===== src/rtl/rstmgr_pkg.sv =====
package rstmgr_pkg;
  localparam int ADDR_W   = 2;
  localparam int N_GROUPS = 2;
  localparam int GRP_COLD = 0;
  localparam int GRP_WARM = 1;

  typedef enum logic [ADDR_W-1:0] {
    REG_STATUS   = 2'd0,
    REG_COLD_LEN = 2'd1,
    REG_WARM_LEN = 2'd2,
    REG_SPARE    = 2'd3
  } reg_sel_e;
endpackage


===== src/rtl/rstmgr_stretch.sv =====
module rstmgr_stretch #(
  parameter int CNT_W = 8
) (
  input  logic             clk,
  input  logic             rst,
  input  logic             req_i,
  input  logic [CNT_W-1:0] len_i,
  output logic             rst_n_o
);
  logic [1:0]       sync_q;
  logic             busy_q;
  logic [CNT_W-1:0] cnt_q;
  logic [CNT_W-1:0] len_q;
  logic [CNT_W-1:0] len_eff;
  logic             last_tick;

  assign len_eff   = (len_i == '0) ? CNT_W'(1) : len_i;
  assign last_tick = ({1'b0, cnt_q} + 1'b1) >= {1'b0, len_q};

  // request sets the chain at once; release walks out through two flops
  always_ff @(posedge clk or posedge req_i) begin
    if (req_i)    sync_q <= 2'b11;
    else if (rst) sync_q <= 2'b11;
    else          sync_q <= {sync_q[0], 1'b0};
  end

  always_ff @(posedge clk) begin
    if (rst) begin
      busy_q <= 1'b0;
      cnt_q  <= '0;
      len_q  <= CNT_W'(1);
    end else if (sync_q[1]) begin
      busy_q <= 1'b1;
      cnt_q  <= '0;
      len_q  <= len_eff;
    end else if (busy_q) begin
      if (last_tick) busy_q <= 1'b0;
      else           cnt_q  <= cnt_q + 1'b1;
    end
  end

  assign rst_n_o = ~(req_i | sync_q[1] | busy_q);

  assert_cnt_bound_R3: assert property (@(posedge clk) disable iff (rst)
    busy_q |-> (cnt_q < len_q));

  assert_len_nonzero_R6: assert property (@(posedge clk) disable iff (rst)
    busy_q |-> (len_q != '0));

  assert_restart_R4: assert property (@(posedge clk) disable iff (rst)
    sync_q[1] |=> (busy_q && cnt_q == '0));
endmodule


===== src/rtl/rstmgr_regs.sv =====
module rstmgr_regs import rstmgr_pkg::*; #(
  parameter int               N_SRC     = 6,
  parameter int               CNT_W     = 8,
  parameter int               DATA_W    = 16,
  parameter int               LEN_INIT  = 16,
  parameter logic [N_SRC-1:0] COLD_MASK = 6'b000011,
  parameter logic [N_SRC-1:0] LOG_MASK  = 6'b101111
) (
  input  logic              clk,
  input  logic              rst,
  input  logic [N_SRC-1:0]  src_req,
  input  logic              wr,
  input  logic [ADDR_W-1:0] addr,
  input  logic [DATA_W-1:0] wdata,
  output logic [DATA_W-1:0] rdata,
  output logic [CNT_W-1:0]  cold_len_o,
  output logic [CNT_W-1:0]  warm_len_o
);
  logic [N_SRC-1:0] s1_q, s2_q;
  logic [N_SRC-1:0] status_q, status_d;
  logic             cold_seen;
  logic             unused_wdata;
  reg_sel_e         sel;

  assign sel          = reg_sel_e'(addr);
  assign cold_seen    = |(s2_q & COLD_MASK);
  assign unused_wdata = ^wdata;

  always_ff @(posedge clk) begin
    if (rst) begin
      s1_q <= '0;
      s2_q <= '0;
    end else begin
      s1_q <= src_req;
      s2_q <= s1_q;
    end
  end

  always_comb begin
    status_d = status_q;
    if (wr && sel == REG_STATUS) status_d = status_d & ~wdata[N_SRC-1:0];
    if (cold_seen)               status_d = status_d & COLD_MASK;
    status_d = status_d | (s2_q & LOG_MASK);
  end

  always_ff @(posedge clk) begin
    if (rst) begin
      status_q   <= '0;
      cold_len_o <= CNT_W'(LEN_INIT);
      warm_len_o <= CNT_W'(LEN_INIT);
      rdata      <= '0;
    end else begin
      status_q <= status_d;
      if (wr && sel == REG_COLD_LEN) cold_len_o <= wdata[CNT_W-1:0];
      if (wr && sel == REG_WARM_LEN) warm_len_o <= wdata[CNT_W-1:0];
      case (sel)
        REG_STATUS:   rdata <= DATA_W'(status_q);
        REG_COLD_LEN: rdata <= DATA_W'(cold_len_o);
        REG_WARM_LEN: rdata <= DATA_W'(warm_len_o);
        default:      rdata <= '0;
      endcase
    end
  end

  assert_w1c_R8: assert property (@(posedge clk) disable iff (rst)
    (wr && sel == REG_STATUS) |=>
      ((status_q & $past(wdata[N_SRC-1:0]) & ~$past(s2_q & LOG_MASK)) == '0));

  assert_cold_wipes_warm_R9: assert property (@(posedge clk) disable iff (rst)
    cold_seen |=> ((status_q & ~COLD_MASK & ~$past(s2_q)) == '0));

  assert_unlogged_quiet_R7: assert property (@(posedge clk) disable iff (rst)
    (status_q & ~LOG_MASK) == '0);
endmodule


===== src/rtl/rst_stretch_mgr.sv =====
module rst_stretch_mgr import rstmgr_pkg::*; #(
  parameter int               N_SRC     = 6,
  parameter int               CNT_W     = 8,
  parameter int               DATA_W    = 16,
  parameter int               LEN_INIT  = 16,
  parameter logic [N_SRC-1:0] COLD_MASK = 6'b000011,
  parameter logic [N_SRC-1:0] LOG_MASK  = 6'b101111
) (
  input  logic              clk,
  input  logic              rst,
  input  logic [N_SRC-1:0]  src_req,
  input  logic              reg_wr,
  input  logic [1:0]        reg_addr,
  input  logic [DATA_W-1:0] reg_wdata,
  output logic [DATA_W-1:0] reg_rdata,
  output logic              cold_rst_n,
  output logic              warm_rst_n
);
  logic                cold_any;
  logic                all_any;
  logic [N_GROUPS-1:0] grp_req;
  logic [N_GROUPS-1:0] grp_rst_n;
  logic [CNT_W-1:0]    grp_len [N_GROUPS];

  assign cold_any          = |(src_req & COLD_MASK);
  assign all_any           = |src_req;
  assign grp_req[GRP_COLD] = cold_any;
  assign grp_req[GRP_WARM] = all_any;

  rstmgr_regs #(
    .N_SRC(N_SRC), .CNT_W(CNT_W), .DATA_W(DATA_W), .LEN_INIT(LEN_INIT),
    .COLD_MASK(COLD_MASK), .LOG_MASK(LOG_MASK)
  ) u_regs (
    .clk(clk), .rst(rst), .src_req(src_req),
    .wr(reg_wr), .addr(reg_addr), .wdata(reg_wdata), .rdata(reg_rdata),
    .cold_len_o(grp_len[GRP_COLD]), .warm_len_o(grp_len[GRP_WARM])
  );

  for (genvar g = 0; g < N_GROUPS; g++) begin : g_chan
    rstmgr_stretch #(.CNT_W(CNT_W)) u_chan (
      .clk(clk), .rst(rst), .req_i(grp_req[g]),
      .len_i(grp_len[g]), .rst_n_o(grp_rst_n[g])
    );
  end

  assign cold_rst_n = grp_rst_n[GRP_COLD];
  assign warm_rst_n = grp_rst_n[GRP_WARM];

  assert_cold_hits_both_R1: assert property (@(posedge clk) disable iff (rst)
    cold_any |-> (!cold_rst_n && !warm_rst_n));
endmodule


===== config.mk =====
export PLATFORM = sky130hd
export DESIGN_NAME = rst_stretch_mgr
export DESIGN_NICKNAME = d
export VERILOG_FILES = /design/src/rtl/rstmgr_pkg.sv /design/src/rtl/rstmgr_stretch.sv /design/src/rtl/rstmgr_regs.sv /design/src/rtl/rst_stretch_mgr.sv
export SDC_FILE = /design/constraint.sdc
export NUM_CORES = 1
export LEC_CHECK = 0
export BUFFER_PORTS_ARGS = -buffer_cell sky130_fd_sc_hd__buf_2
export CELL_PAD_IN_SITES_DETAIL_PLACEMENT = 0
export CELL_PAD_IN_SITES_GLOBAL_PLACEMENT = 1
export CORE_MARGIN = 2
export CORE_UTILIZATION = 35
export DETAILED_ROUTE_END_ITERATION = 6
export GPL_ROUTABILITY_DRIVEN = 0
export PLACE_DENSITY_LB_ADDON = 0.1
export SYNTH_ARGS = -nofsm -noshare
export SYNTH_HDL_FRONTEND = slang
export SYNTH_SLANG_ARGS = --single-unit
export TNS_END_PERCENT = 5

===== constraint.sdc =====
create_clock -name clk -period 3 [get_ports clk]
set_input_delay 0.9 -clock clk [delete_from_list [all_inputs] [get_ports clk]]
set_output_delay 0.9 -clock clk [all_outputs]
set_load 0.02 [all_outputs]

Word level (Yosys, flattened, before mapping)
Index checks and enable logic that the tools add are counted.

Add/subtract/negate cells: 4. Multiply operators: 0. Divide/modulo/power cells: 0. $lt $le $gt $ge: 2. Eq/ne operators: 2. Shift-type cells: 0. Mux-type cells: 13. Bitwise logic cells: 11. Reduce and logical (&&, ||, !) cells: 13.

Operator list (number): $pmux 8 s3 (1); $add 8x1->9 const B (2); $ge 9x8->1 (2); $add 8x1->8 const B (2); $logic_not 8->1 (2); $mux 8 (2); $mux 6 (2); $reduce_or 2->1 (4); $and 6x6->6 (1); $mux 1 (6); $not 6->6 (1); $or 6x6->6 (1); $reduce_or 6->1 (1); $mux 2 (2); $not 1->1 (4); $or 1x1->1 (4); $reduce_and 2->1 (2); $logic_and 1x1->1 (3); $eq 2x1->1 const B (1); $eq 2x2->1 const B (1); $logic_not 2->1 (1).

Bits in registers: 88. Bits in latches: 0. Memory bits (writable): 0. Bits in read-only memories: 0. Input port bits: 27. Output and inout bits: 18. Logic and storage cells: 59. Memories kept: 0.

Longest topological paths before layout
Gate-level depths: netlist of run 1.

Depth in word-level cells: 5. Depth in mapped cells: 11. Depth with buffers taken out: 10.

By module
From an unflattened synthesis of run 1, not the netlist that was laid out.

Cells, all modules: 410. Area total of the unflattened synthesis: 3831.2 um^2.

By module, submodules not included: rstmgr_regs (times used 1, cells each 151, area each 1616.6 um^2, sequential area each 800.8 um^2); rstmgr_stretch at g_chan[0].u_chan (times used 1, cells each 129, area each 1102.3 um^2, sequential area each 392.9 um^2); rstmgr_stretch at g_chan[1].u_chan (times used 1, cells each 127, area each 1093.5 um^2, sequential area each 392.9 um^2); rst_stretch_mgr (times used 1, cells each 3, area each 18.8 um^2, sequential area each 0.0 um^2).

Least setup slack after synthesis of run 1
Ideal clock, no wire load.

Path type: reg2reg. Start: register g_chan[0].u_chan.cnt_q[0]. End: register g_chan[0].u_chan.cnt_q[5]. Setup time: 0.070 ns. Arrival time: 2.992 ns. Data required time: 2.930 ns. Path slack: -0.062 ns. Stages on the path, launching flop included: 12. Buffers on the path: 1. Period minus slack after synthesis: 3.062 ns. Cells stage by stage: dfxtp_1 -> ha_1 -> nand3_1 -> or2_2 -> xnor2_1 -> ha_1 -> and3_1 -> a211o_1 -> or3_4 -> buf_6 -> or4_1 -> a21oi_1.

Longest elaborated chain between the ends: 4. Elaborated cells between the ends (all ways): 5. Classes of those cells: add/sub (2); order compare (1); bitwise (1); reduce/logical (1).

RTL lines: from (decl) (line rstmgr_stretch.sv:12) `logic [CNT_W-1:0] cnt_q;`; from (signal assigned) (line rstmgr_stretch.sv:38) `else cnt_q <= cnt_q + 1'b1;`; $add 8x1->9 (line rstmgr_stretch.sv:18) `assign last_tick = ({1'b0, cnt_q} + 1'b1) >= {1'b0, len_q};`; $ge 9x8->1 (line rstmgr_stretch.sv:18); $not 1->1 (no line); $reduce_and 2->1 (no line).

Several ways; a longest one is shown, not always the timed one. A chain may end at the register's enable or synchronous reset.

Final worst setup path of run 1
Start: register g_chan[0].u_chan.cnt_q[0]. End: register g_chan[0].u_chan.cnt_q[7].

The elaborated chain is that of the path after synthesis.

==> flow_summary.html, run 1 <==
<table>
<tr><th>Metric</th><th>Value</th></tr>
<tr><th colspan="2">Layout</th></tr>
<tr><td>Fill cell total of the finished layout</td><td>1016</td></tr>
<tr><td>Total inserted antenna cells</td><td>0</td></tr>
<tr><td>Net total in the final layout</td><td>492</td></tr>
<tr><td>Commonest cells after routing, fill and taps aside</td><td>sky130_fd_sc_hd__dfxtp_1, sky130_fd_sc_hd__nor2_1, sky130_fd_sc_hd__nand2_1</td></tr>
<tr><td>Commonest non-fill, non-tap cell in the layout</td><td>sky130_fd_sc_hd__dfxtp_1</td></tr>
<tr><td>Layout cells sized above 1</td><td>roughly 18%</td></tr>
<tr><td>Area delta synth-&gt;final</td><td>15.7%</td></tr>
<tr><th colspan="2">Timing</th></tr>
<tr><td>Final number of max-transition violations</td><td>0</td></tr>
<tr><td>Final worst-path cycle share</td><td>a little over nine tenths</td></tr>
<tr><td>Clock period minus worst slack</td><td>~2900 ps</td></tr>
<tr><td>Final Setup Violations</td><td>0</td></tr>
<tr><td>Headroom to the max-slew limit</td><td>56.4%</td></tr>
<tr><td>Total Negative Setup Slacks</td><td>0 ps</td></tr>
<tr><td>Final-report hold violation count</td><td>0</td></tr>
<tr><td>Unrepaired setup endpoints after global routing</td><td>yes</td></tr>
<tr><td>Worst Skew</td><td>12.4 ps</td></tr>
<tr><td>Tightest Pin Transition</td><td>651 ps</td></tr>
<tr><td>Fmax</td><td>348 MHz</td></tr>
<tr><th colspan="2">Worst setup path</th></tr>
<tr><td>CP max FO</td><td>10</td></tr>
<tr><td>Startpoint type of the worst setup path</td><td>flop</td></tr>
<tr><td>Signal arrival time at the worst endpoint</td><td>3160 ps</td></tr>
<tr><td>Setup slack of the worst register-to-register path</td><td>130 ps</td></tr>
<tr><td>Endpoint class of the critical path</td><td>flop</td></tr>
<tr><td>Worst endpoint required time</td><td>3280 ps</td></tr>
<tr><td>Category of the most critical setup path</td><td>flop to flop</td></tr>
<tr><th colspan="2">Place</th></tr>
<tr><td>Port-buffer cells</td><td>28</td></tr>
<tr><td>HPWL after detailed placement</td><td>5860 µm</td></tr>
<tr><th colspan="2">Floorplan</th></tr>
<tr><td>Die height</td><td>105 µm</td></tr>
<tr><td>Die Span X</td><td>between 100 and 150 µm</td></tr>
<tr><td>Core Box Area</td><td>9860 µm²</td></tr>
<tr><td>Boundary pin count</td><td>45</td></tr>
<tr><td>Effective utilization at floorplan</td><td>36.4%</td></tr>
<tr><td>Placement Rows</td><td>36</td></tr>
<tr><td>DIE AREA</td><td>11100 µm²</td></tr>
<tr><th colspan="2">Power</th></tr>
<tr><td>Fraction of power spent switching nets</td><td>27.7%</td></tr>
<tr><td>PwrDens</td><td>514 nW/µm²</td></tr>
<tr><td>Switching component of the power</td><td>591 µW</td></tr>
<tr><td>Overall Power</td><td>roughly 2.1 mW</td></tr>
<tr><td>Sequential fraction of design power</td><td>51.4%</td></tr>
<tr><td>Internal power component</td><td>1.55 mW</td></tr>
<tr><td>Worst IR Drop VDD</td><td>0.231 mV</td></tr>
<tr><td>Leakage power</td><td>1.87 nW</td></tr>
<tr><td>Power share of the combinational group</td><td>8.7%</td></tr>
<tr><td>Portion of total power attributed to the clock network</td><td>39.9%</td></tr>
<tr><th colspan="2">Routing</th></tr>
<tr><td>Iteration count of the initial detailed-routing pass</td><td>4</td></tr>
<tr><td>Iter 0 DRT Violations</td><td>92</td></tr>
<tr><td>Number of vias per cell</td><td>4.89</td></tr>
<tr><td>DRC violations left</td><td>0</td></tr>
<tr><td>Via Count</td><td>2863</td></tr>
<tr><td>Routed wire length</td><td>~8000 µm</td></tr>
<tr><td>DR WL/cell</td><td>13.9 µm</td></tr>
<tr><td>Post-route ant nets</td><td>0</td></tr>
<tr><th colspan="2">Logic synthesis</th></tr>
<tr><td>Combined area of all synthesized cells</td><td>around 3600 µm²</td></tr>
<tr><td>Async set-or-reset flop fraction in the synthesized netlist</td><td>~5.1%</td></tr>
<tr><td>Cell type with the largest total area after synthesis</td><td>sky130_fd_sc_hd__dfxtp_1</td></tr>
<tr><td>Number of library cell types mapped by synthesis</td><td>38</td></tr>
<tr><td>Mean post-synth cell area</td><td>8.70 µm²</td></tr>
<tr><td>Top cell type's share of synthesized area</td><td>between 40% and 50%</td></tr>
<tr><td>Most common flop cell mapped by yosys</td><td>sky130_fd_sc_hd__dfxtp_1</td></tr>
<tr><td>Flops &amp; latches, synth</td><td>78</td></tr>
<tr><td>Sequential share of the synthesized area</td><td>44.2%</td></tr>
<tr><td>Top post-synthesis cells by area</td><td>sky130_fd_sc_hd__dfxtp_1, sky130_fd_sc_hd__mux2i_1, sky130_fd_sc_hd__ha_1</td></tr>
<tr><td>Yosys warns</td><td>0</td></tr>
<tr><td>EDFF count, synth</td><td>0</td></tr>
<tr><td>Cells after Synth</td><td>413</td></tr>
<tr><th colspan="2">Clocking</th></tr>
<tr><td>Inserted Clock Buffers</td><td>9</td></tr>
<tr><td>Clock sink count</td><td>78</td></tr>
<tr><td>Hold Buf Count CTS</td><td>0</td></tr>
<tr><td>Maximum root-to-sink buffer count</td><td>2</td></tr>
<tr><td>Number of levels in the clock H-tree</td><td>3</td></tr>
<tr><td>Clk slew on worst S/H paths</td><td>100 ps</td></tr>
<tr><td>Cell at the root of the clock tree</td><td>sky130_fd_sc_hd__clkbuf_8</td></tr>
<tr><td>CTS tree</td><td>yes</td></tr>
<tr><td>Later-pin clock latency in the skew report</td><td>360 ps</td></tr>
<tr><th colspan="2">Global route</th></tr>
<tr><td>Global-route wire length before repair</td><td>14100 µm</td></tr>
<tr><td>Congestion Overflow GR</td><td>0</td></tr>
<tr><td>Number of global-route vias before repair</td><td>just under 3000</td></tr>
<tr><td>Maximum number of pins on one net before global-route repair</td><td>27</td></tr>
<tr><td>Overall fraction of global-route tracks in use</td><td>15.9%</td></tr>
<tr><td>Number of antenna violations at the first check in global routing</td><td>0</td></tr>
<tr><th colspan="2">Hold path</th></tr>
<tr><td>Worst Hold Class</td><td>flop to flop</td></tr>
<tr><th colspan="2">Run status</th></tr>
<tr><td>Result of the run</td><td>completed</td></tr>
<tr><th colspan="2">Run</th></tr>
<tr><td>Number of maximum-capacitance violations</td><td>0</td></tr>
</table>
kinds of logic (layout without fill, tap and decap cells):
kind of cell             count (synthesis)  count (layout)  synth area share (%)
AO/OA/AOI/OAI                           70              70                  12.0
XOR/XNOR                                12              12                  2.93
adder cells (fa/ha/maj)                 18              18                  6.27
buffers and inverters                   48              80                  6.06
flip-flops                              78              78                  44.2
multiplexers                            24              24                  6.69
other                                    1               8                 0.104
AND/OR/NAND/NOR                        162             162                  21.8
stage by stage:
step,setup slack (ps),cells,utilization [%],hold slack (ps),instance area (µm²)
after floorplan,39.0,420,-,413,3630
after global placement,59.6,569,39.7,421,3920
after detailed placement,-6.01,569,39.7,423,3920
after CTS,16.2,585,41.8,448,4130
after global routing,-42.1,585,42.1,459,4160
final,126,585,42.1,443,4160
layer usage:
metal	part of all wire [%]	wire length, µm	GRT usage, %
met1	49	4030	20.9
met2	46	3750	25.8
met3	4.1	332	4.08
met4	0.59	48	3.90
met5	0	0	0
worst max-delay path, cell delays in order, from the launching register on:
cell and delay (ps):
sky130_fd_sc_hd__dfxtp_4 380, sky130_fd_sc_hd__and3_1 180, sky130_fd_sc_hd__and3_4 200, sky130_fd_sc_hd__nand3_2 120
sky130_fd_sc_hd__xnor2_2 170, sky130_fd_sc_hd__ha_1 280, sky130_fd_sc_hd__and3_1 200, sky130_fd_sc_hd__a211o_1 270
sky130_fd_sc_hd__or3_4 380, sky130_fd_sc_hd__or4_1 470, sky130_fd_sc_hd__a21oi_1 160
power by group through the flow:
| stage | clock, mW | combinational, mW | sequential [mW] |
|---|---|---|---|
| 6_report | 0.852 | 0.186 | 1.10 |
| 5_1_grt | 0.929 | 0.211 | 1.10 |
| 4_1_cts | 0.884 | 0.187 | 1.10 |
| 3_5_place_dp | 0 | 0.185 | 1.12 |
| 3_3_place_gp | 0 | 0.184 | 1.12 |
| 2_1_floorplan | 0 | 0.142 | 1.11 |
registers in the layout, summed over array words and instances, names as in the netlist:
signal                cells
g_chan.u_chan.cnt_q      16
g_chan.u_chan.len_q      16
u_regs.s2_q               5
u_regs.warm_len_o         8
u_regs.s1_q               5
u_regs.status_q           6
u_regs.cold_len_o         8
g_chan.u_chan.sync_q      4
u_regs.rdata              8
g_chan.u_chan.busy_q      2
what timing repair did:
action | in CTS | in global routing
gates resized for setup | 1 | 6
pin swaps | 0 | 3
buffers inserted | 0 | 0
setup endpoints to repair | 4 | 6
path summary, 6_finish.rpt:
path | from | endpoint | cells after the start
max in group asynchronous | src_req[1] | g_chan[1].u_chan.sync_q[0]$_DFF_PP1_ | 5
setup reg to reg | g_chan[0].u_chan.cnt_q[0]$_SDFFE_PP0P_ | g_chan[0].u_chan.cnt_q[7]$_SDFFE_PP0P_ | 10
min in group asynchronous | src_req[0] | g_chan[0].u_chan.sync_q[0]$_DFF_PP1_ | 3
hold / removal | u_regs.s1_q[1]$_SDFF_PP0_ | u_regs.s2_q[1]$_SDFF_PP0_ | 1
hold reg to reg | u_regs.s1_q[1]$_SDFF_PP0_ | u_regs.s2_q[1]$_SDFF_PP0_ | 1
setup / recovery | g_chan[0].u_chan.cnt_q[0]$_SDFFE_PP0P_ | g_chan[0].u_chan.cnt_q[7]$_SDFFE_PP0P_ | 10
final cells by class:
class	count	area (µm²)	share of cell area [%]
multi-input cells	294	1850	44.5
inverters	19	71.3	1.72
flip-flops and latches	78	1590	38.3
clock buffers	9	124	2.98
repair buffers	45	268	6.44
clock inverters	7	85.1	2.05
well taps	133	166	4.00
cells in the mapped netlist (2+ instances only):
master	instances
sky130_fd_sc_hd__nor4_1	3
sky130_fd_sc_hd__nand3_1	22
sky130_fd_sc_hd__xnor2_1	5
sky130_fd_sc_hd__and3_1	7
sky130_fd_sc_hd__nor3b_1	2
sky130_fd_sc_hd__ha_1	18
sky130_fd_sc_hd__inv_1	19
sky130_fd_sc_hd__or2_2	6
sky130_fd_sc_hd__a211o_1	4
sky130_fd_sc_hd__nand3b_1	3
sky130_fd_sc_hd__o31ai_1	4
sky130_fd_sc_hd__a21oi_1	39
sky130_fd_sc_hd__nand2_1	39
sky130_fd_sc_hd__dfstp_2	4
sky130_fd_sc_hd__xor2_1	7
sky130_fd_sc_hd__o21ai_0	3
sky130_fd_sc_hd__nor2_1	48
sky130_fd_sc_hd__buf_1	4
sky130_fd_sc_hd__mux2i_1	24
sky130_fd_sc_hd__a22oi_1	2
sky130_fd_sc_hd__buf_4	8
sky130_fd_sc_hd__or3_1	4
sky130_fd_sc_hd__a41o_1	6
sky130_fd_sc_hd__or4_1	4
sky130_fd_sc_hd__a31oi_1	9
sky130_fd_sc_hd__nor2b_1	15
sky130_fd_sc_hd__dfxtp_1	74
sky130_fd_sc_hd__clkbuf_1	16
sky130_fd_sc_hd__nor3_1	5
(Power assumes the default switching activity.)
==> inputs of run 2 (changes only) <==
--- a/config.mk
+++ b/config.mk
@@ -13,6 +13,7 @@
 export DETAILED_ROUTE_END_ITERATION = 6
 export GPL_ROUTABILITY_DRIVEN = 0
 export PLACE_DENSITY_LB_ADDON = 0.1
+export SETUP_SLACK_MARGIN = 0.5
 export SYNTH_ARGS = -nofsm -noshare
 export SYNTH_HDL_FRONTEND = slang
 export SYNTH_SLANG_ARGS = --single-unit
==> run 2 against run 1 <==
  * First-iteration DRC count decreased by 1.1%
  * Count of clock-buffer cells in the layout increased by 1
  * Non-clock buffer count increased by 5
  * Sequential share of layout area decreased by 0.72 points
  * Largest cell class unchanged
  * Via count increased by 1.0%
  * Critical path type unchanged
==> flow_summary.html, run 2 (same netlist as run 1, synthesis figures left out) <==
<table>
<tr><th>Metric</th><th>Value</th></tr>
<tr><th colspan="2">Floorplan</th></tr>
<tr><td>Core Box Area</td><td>between 9000 and 10000 µm²</td></tr>
<tr><td>Placement Rows</td><td>36</td></tr>
<tr><td>Die height</td><td>105 µm</td></tr>
<tr><td>DIE AREA</td><td>11100 µm²</td></tr>
<tr><td>Effective utilization at floorplan</td><td>a little over a third</td></tr>
<tr><td>Boundary pin count</td><td>45</td></tr>
<tr><td>Die Span X</td><td>105 µm</td></tr>
<tr><th colspan="2">Routing</th></tr>
<tr><td>Via Count</td><td>roughly 2900</td></tr>
<tr><td>Met2 wire len</td><td>3890 µm</td></tr>
<tr><td>Iter 0 DRT Violations</td><td>around 90</td></tr>
<tr><td>Number of vias per cell</td><td>4.89</td></tr>
<tr><td>Post-route ant nets</td><td>0</td></tr>
<tr><td>Met1 Wirelength</td><td>4470 µm</td></tr>
<tr><td>DRC violations left</td><td>0</td></tr>
<tr><td>Routed met3 length</td><td>roughly 200 µm</td></tr>
<tr><td>Max layer used</td><td>met4</td></tr>
<tr><td>DR WL/cell</td><td>14.6 µm</td></tr>
<tr><td>Routed wire length</td><td>8630 µm</td></tr>
<tr><td>Iteration count of the initial detailed-routing pass</td><td>4</td></tr>
<tr><th colspan="2">Worst setup path</th></tr>
<tr><td>Startpoint type of the worst setup path</td><td>flop</td></tr>
<tr><td>CP max FO</td><td>6</td></tr>
<tr><td>FF-to-FF End</td><td>g_chan[0].u_chan.cnt_q[7]$_SDFFE_PP0P_</td></tr>
<tr><td>Setup slack of the worst register-to-register path</td><td>about 140 ps</td></tr>
<tr><td>Worst r2r src</td><td>g_chan[0].u_chan.cnt_q[0]$_SDFFE_PP0P_</td></tr>
<tr><td>Category of the most critical setup path</td><td>flop to flop</td></tr>
<tr><td>Signal arrival time at the worst endpoint</td><td>3140 ps</td></tr>
<tr><td>Worst endpoint required time</td><td>between 3000 and 4000 ps</td></tr>
<tr><td>Worst R2R Path Depth</td><td>10</td></tr>
<tr><td>Endpoint class of the critical path</td><td>flop</td></tr>
<tr><th colspan="2">Power</th></tr>
<tr><td>PwrDens</td><td>494 nW/µm²</td></tr>
<tr><td>Fraction of power spent switching nets</td><td>26.9%</td></tr>
<tr><td>Portion of total power attributed to the clock network</td><td>38.4%</td></tr>
<tr><td>Worst IR Drop VDD</td><td>0.333 mV</td></tr>
<tr><td>Internal power component</td><td>between 1.5 and 2 mW</td></tr>
<tr><td>Power share of the combinational group</td><td>9.2%</td></tr>
<tr><td>Sequential fraction of design power</td><td>52.3%</td></tr>
<tr><td>Overall Power</td><td>2.10 mW</td></tr>
<tr><td>Switching component of the power</td><td>564 µW</td></tr>
<tr><td>Leakage power</td><td>1.89 nW</td></tr>
<tr><th colspan="2">Timing</th></tr>
<tr><td>Fmax</td><td>350 MHz</td></tr>
<tr><td>Headroom to the max-slew limit</td><td>57.0%</td></tr>
<tr><td>Worst Skew</td><td>11.7 ps</td></tr>
<tr><td>Tightest Pin Transition</td><td>around 650 ps</td></tr>
<tr><td>Final number of max-transition violations</td><td>0</td></tr>
<tr><td>Clock period minus worst slack</td><td>2860 ps</td></tr>
<tr><td>Final worst-path cycle share</td><td>95.3%</td></tr>
<tr><td>Final Setup Violations</td><td>0</td></tr>
<tr><td>Worst hold margin</td><td>443 ps</td></tr>
<tr><td>Unrepaired setup endpoints after global routing</td><td>yes</td></tr>
<tr><td>Total Negative Setup Slacks</td><td>0 ps</td></tr>
<tr><td>Final-report hold violation count</td><td>0</td></tr>
<tr><th colspan="2">Clocking</th></tr>
<tr><td>Cell at the root of the clock tree</td><td>sky130_fd_sc_hd__clkbuf_8</td></tr>
<tr><td>CTS tree</td><td>yes</td></tr>
<tr><td>Inserted Clock Buffers</td><td>9</td></tr>
<tr><td>Later-pin clock latency in the skew report</td><td>340 ps</td></tr>
<tr><td>Clock sink count</td><td>78</td></tr>
<tr><td>Number of levels in the clock H-tree</td><td>3</td></tr>
<tr><td>Maximum root-to-sink buffer count</td><td>2</td></tr>
<tr><td>Clk slew on worst S/H paths</td><td>90 ps</td></tr>
<tr><th colspan="2">Hold path</th></tr>
<tr><td>End of the worst hold path</td><td>u_regs.s2_q[0]$_SDFF_PP0_</td></tr>
<tr><td>Count of cells along the worst hold path</td><td>1</td></tr>
<tr><td>Worst hold path startpoint</td><td>u_regs.s1_q[0]$_SDFF_PP0_</td></tr>
<tr><td>Worst Hold Class</td><td>flop to flop</td></tr>
<tr><th colspan="2">Global route</th></tr>
<tr><td>Global-route wire length before repair</td><td>14400 µm</td></tr>
<tr><td>Overall fraction of global-route tracks in use</td><td>16.3%</td></tr>
<tr><td>Number of antenna violations at the first check in global routing</td><td>0</td></tr>
<tr><td>Maximum number of pins on one net before global-route repair</td><td>65</td></tr>
<tr><td>Congestion Overflow GR</td><td>0</td></tr>
<tr><td>Number of global-route vias before repair</td><td>2845</td></tr>
<tr><th colspan="2">Run</th></tr>
<tr><td>Number of maximum-capacitance violations</td><td>0</td></tr>
<tr><th colspan="2">Layout</th></tr>
<tr><td>Layout cells sized above 1</td><td>20.1%</td></tr>
<tr><td>Cell area after layout</td><td>about 4200 µm²</td></tr>
<tr><td>Net total in the final layout</td><td>498</td></tr>
<tr><td>Number of standard cells in the layout, taps in and fillers out</td><td>~590</td></tr>
<tr><td>Largest registers ranked by flip-flop count</td><td>g_chan.u_chan.cnt_q (16), g_chan.u_chan.len_q (16)</td></tr>
<tr><td>Commonest cells after routing, fill and taps aside</td><td>sky130_fd_sc_hd__dfxtp_1, sky130_fd_sc_hd__nor2_1, sky130_fd_sc_hd__nand2_1, sky130_fd_sc_hd__a21oi_1, sky130_fd_sc_hd__buf_2</td></tr>
<tr><td>Total inserted antenna cells</td><td>0</td></tr>
<tr><td>Commonest non-fill, non-tap cell in the layout</td><td>sky130_fd_sc_hd__dfxtp_1</td></tr>
<tr><td>Area delta synth-&gt;final</td><td>18.3%</td></tr>
<tr><th colspan="2">Run status</th></tr>
<tr><td>Result of the run</td><td>completed</td></tr>
<tr><th colspan="2">Place</th></tr>
<tr><td>Area of placed instances</td><td>3920 µm²</td></tr>
<tr><td>Instance count after placement with tap cells included</td><td>563</td></tr>
<tr><td>HPWL after detailed placement</td><td>5910 µm</td></tr>
<tr><td>Port-buffer cells</td><td>28</td></tr>
</table>
[run 2: cell count changes in the layout (fill, tap and decap cells not counted), sizes merged]
cell      delta
clkinv       -1
clkbuf       +1
inv          -3
or3          +1
buf          +5
clkinvlp     +3
[run 2: how the worst max path moves through the flow]
stage	from	endpoint	slack (ps)	depth (start not counted)
finish	g_chan[0].u_chan.cnt_q[0]$_SDFFE_PP0P_	g_chan[0].u_chan.cnt_q[7]$_SDFFE_PP0P_	140	10
global route	g_chan[0].u_chan.cnt_q[0]$_SDFFE_PP0P_	g_chan[0].u_chan.cnt_q[7]$_SDFFE_PP0P_	50	10
CTS	g_chan[0].u_chan.cnt_q[0]$_SDFFE_PP0P_	g_chan[0].u_chan.cnt_q[7]$_SDFFE_PP0P_	110	10
detailed placement	g_chan[0].u_chan.cnt_q[0]$_SDFFE_PP0P_	g_chan[0].u_chan.cnt_q[7]$_SDFFE_PP0P_	70	10
global placement	g_chan[0].u_chan.cnt_q[0]$_SDFFE_PP0P_	g_chan[0].u_chan.cnt_q[7]$_SDFFE_PP0P_	110	10
floorplan	g_chan[0].u_chan.cnt_q[0]$_SDFFE_PP0P_	g_chan[0].u_chan.cnt_q[5]$_SDFFE_PP0P_	190	11
[run 2: repair_timing]
item | in CTS | in global routing
setup endpoints to repair | 18 | 18
buffers inserted | 9 | 2
cloned | 1 | 0
hold buffers | 0 | 0
gates resized for setup | 5 | 3
pin swaps | 13 | 1
[run 2: metrics by stage]
stage,worst slack (ps),util [%]
final,141,43.1
after global routing,46.9,43.1
after CTS,106,42.8
after detailed placement,65.6,39.7
after global placement,106,39.7
after floorplan,189,-
[run 2: worst max-delay path: stages, from the launching register on]
cell and delay, ps:
sky130_fd_sc_hd__dfxtp_4 390, sky130_fd_sc_hd__and3_4 180, sky130_fd_sc_hd__and3_4 220, sky130_fd_sc_hd__nand3_4 90
sky130_fd_sc_hd__xnor2_2 150, sky130_fd_sc_hd__ha_1 290, sky130_fd_sc_hd__and3_4 180, sky130_fd_sc_hd__a211o_1 280
sky130_fd_sc_hd__or3_4 370, sky130_fd_sc_hd__or4_1 510, sky130_fd_sc_hd__a21oi_1 130
[run 2: power by group through the flow]
stage,combinational (mW),sequential (mW),clock [mW]
2_1_floorplan,0.143,1.11,0
3_3_place_gp,0.185,1.12,0
3_5_place_dp,0.186,1.12,0
4_1_cts,0.193,1.10,0.835
5_1_grt,0.218,1.10,0.878
6_report,0.194,1.10,0.807
[run 2: layout make-up]
cell class,count,area (µm²)
fill,1036,5620
multi-input combinational,295,1910
sequential,78,1600
timing repair buffer,50,305
tap,133,166
clock buffer,10,128
inverter,19,71.3
clock inverter,6,70.1
[run 2: per-layer routing]
layer / vias up / global-route usage (%)
met5: - / 0
met4: 0 / 4.86
met3: 5 / 2.54
met2: 49 / 25.9
met1: 1342 / 22.8
li1: 1496 / -
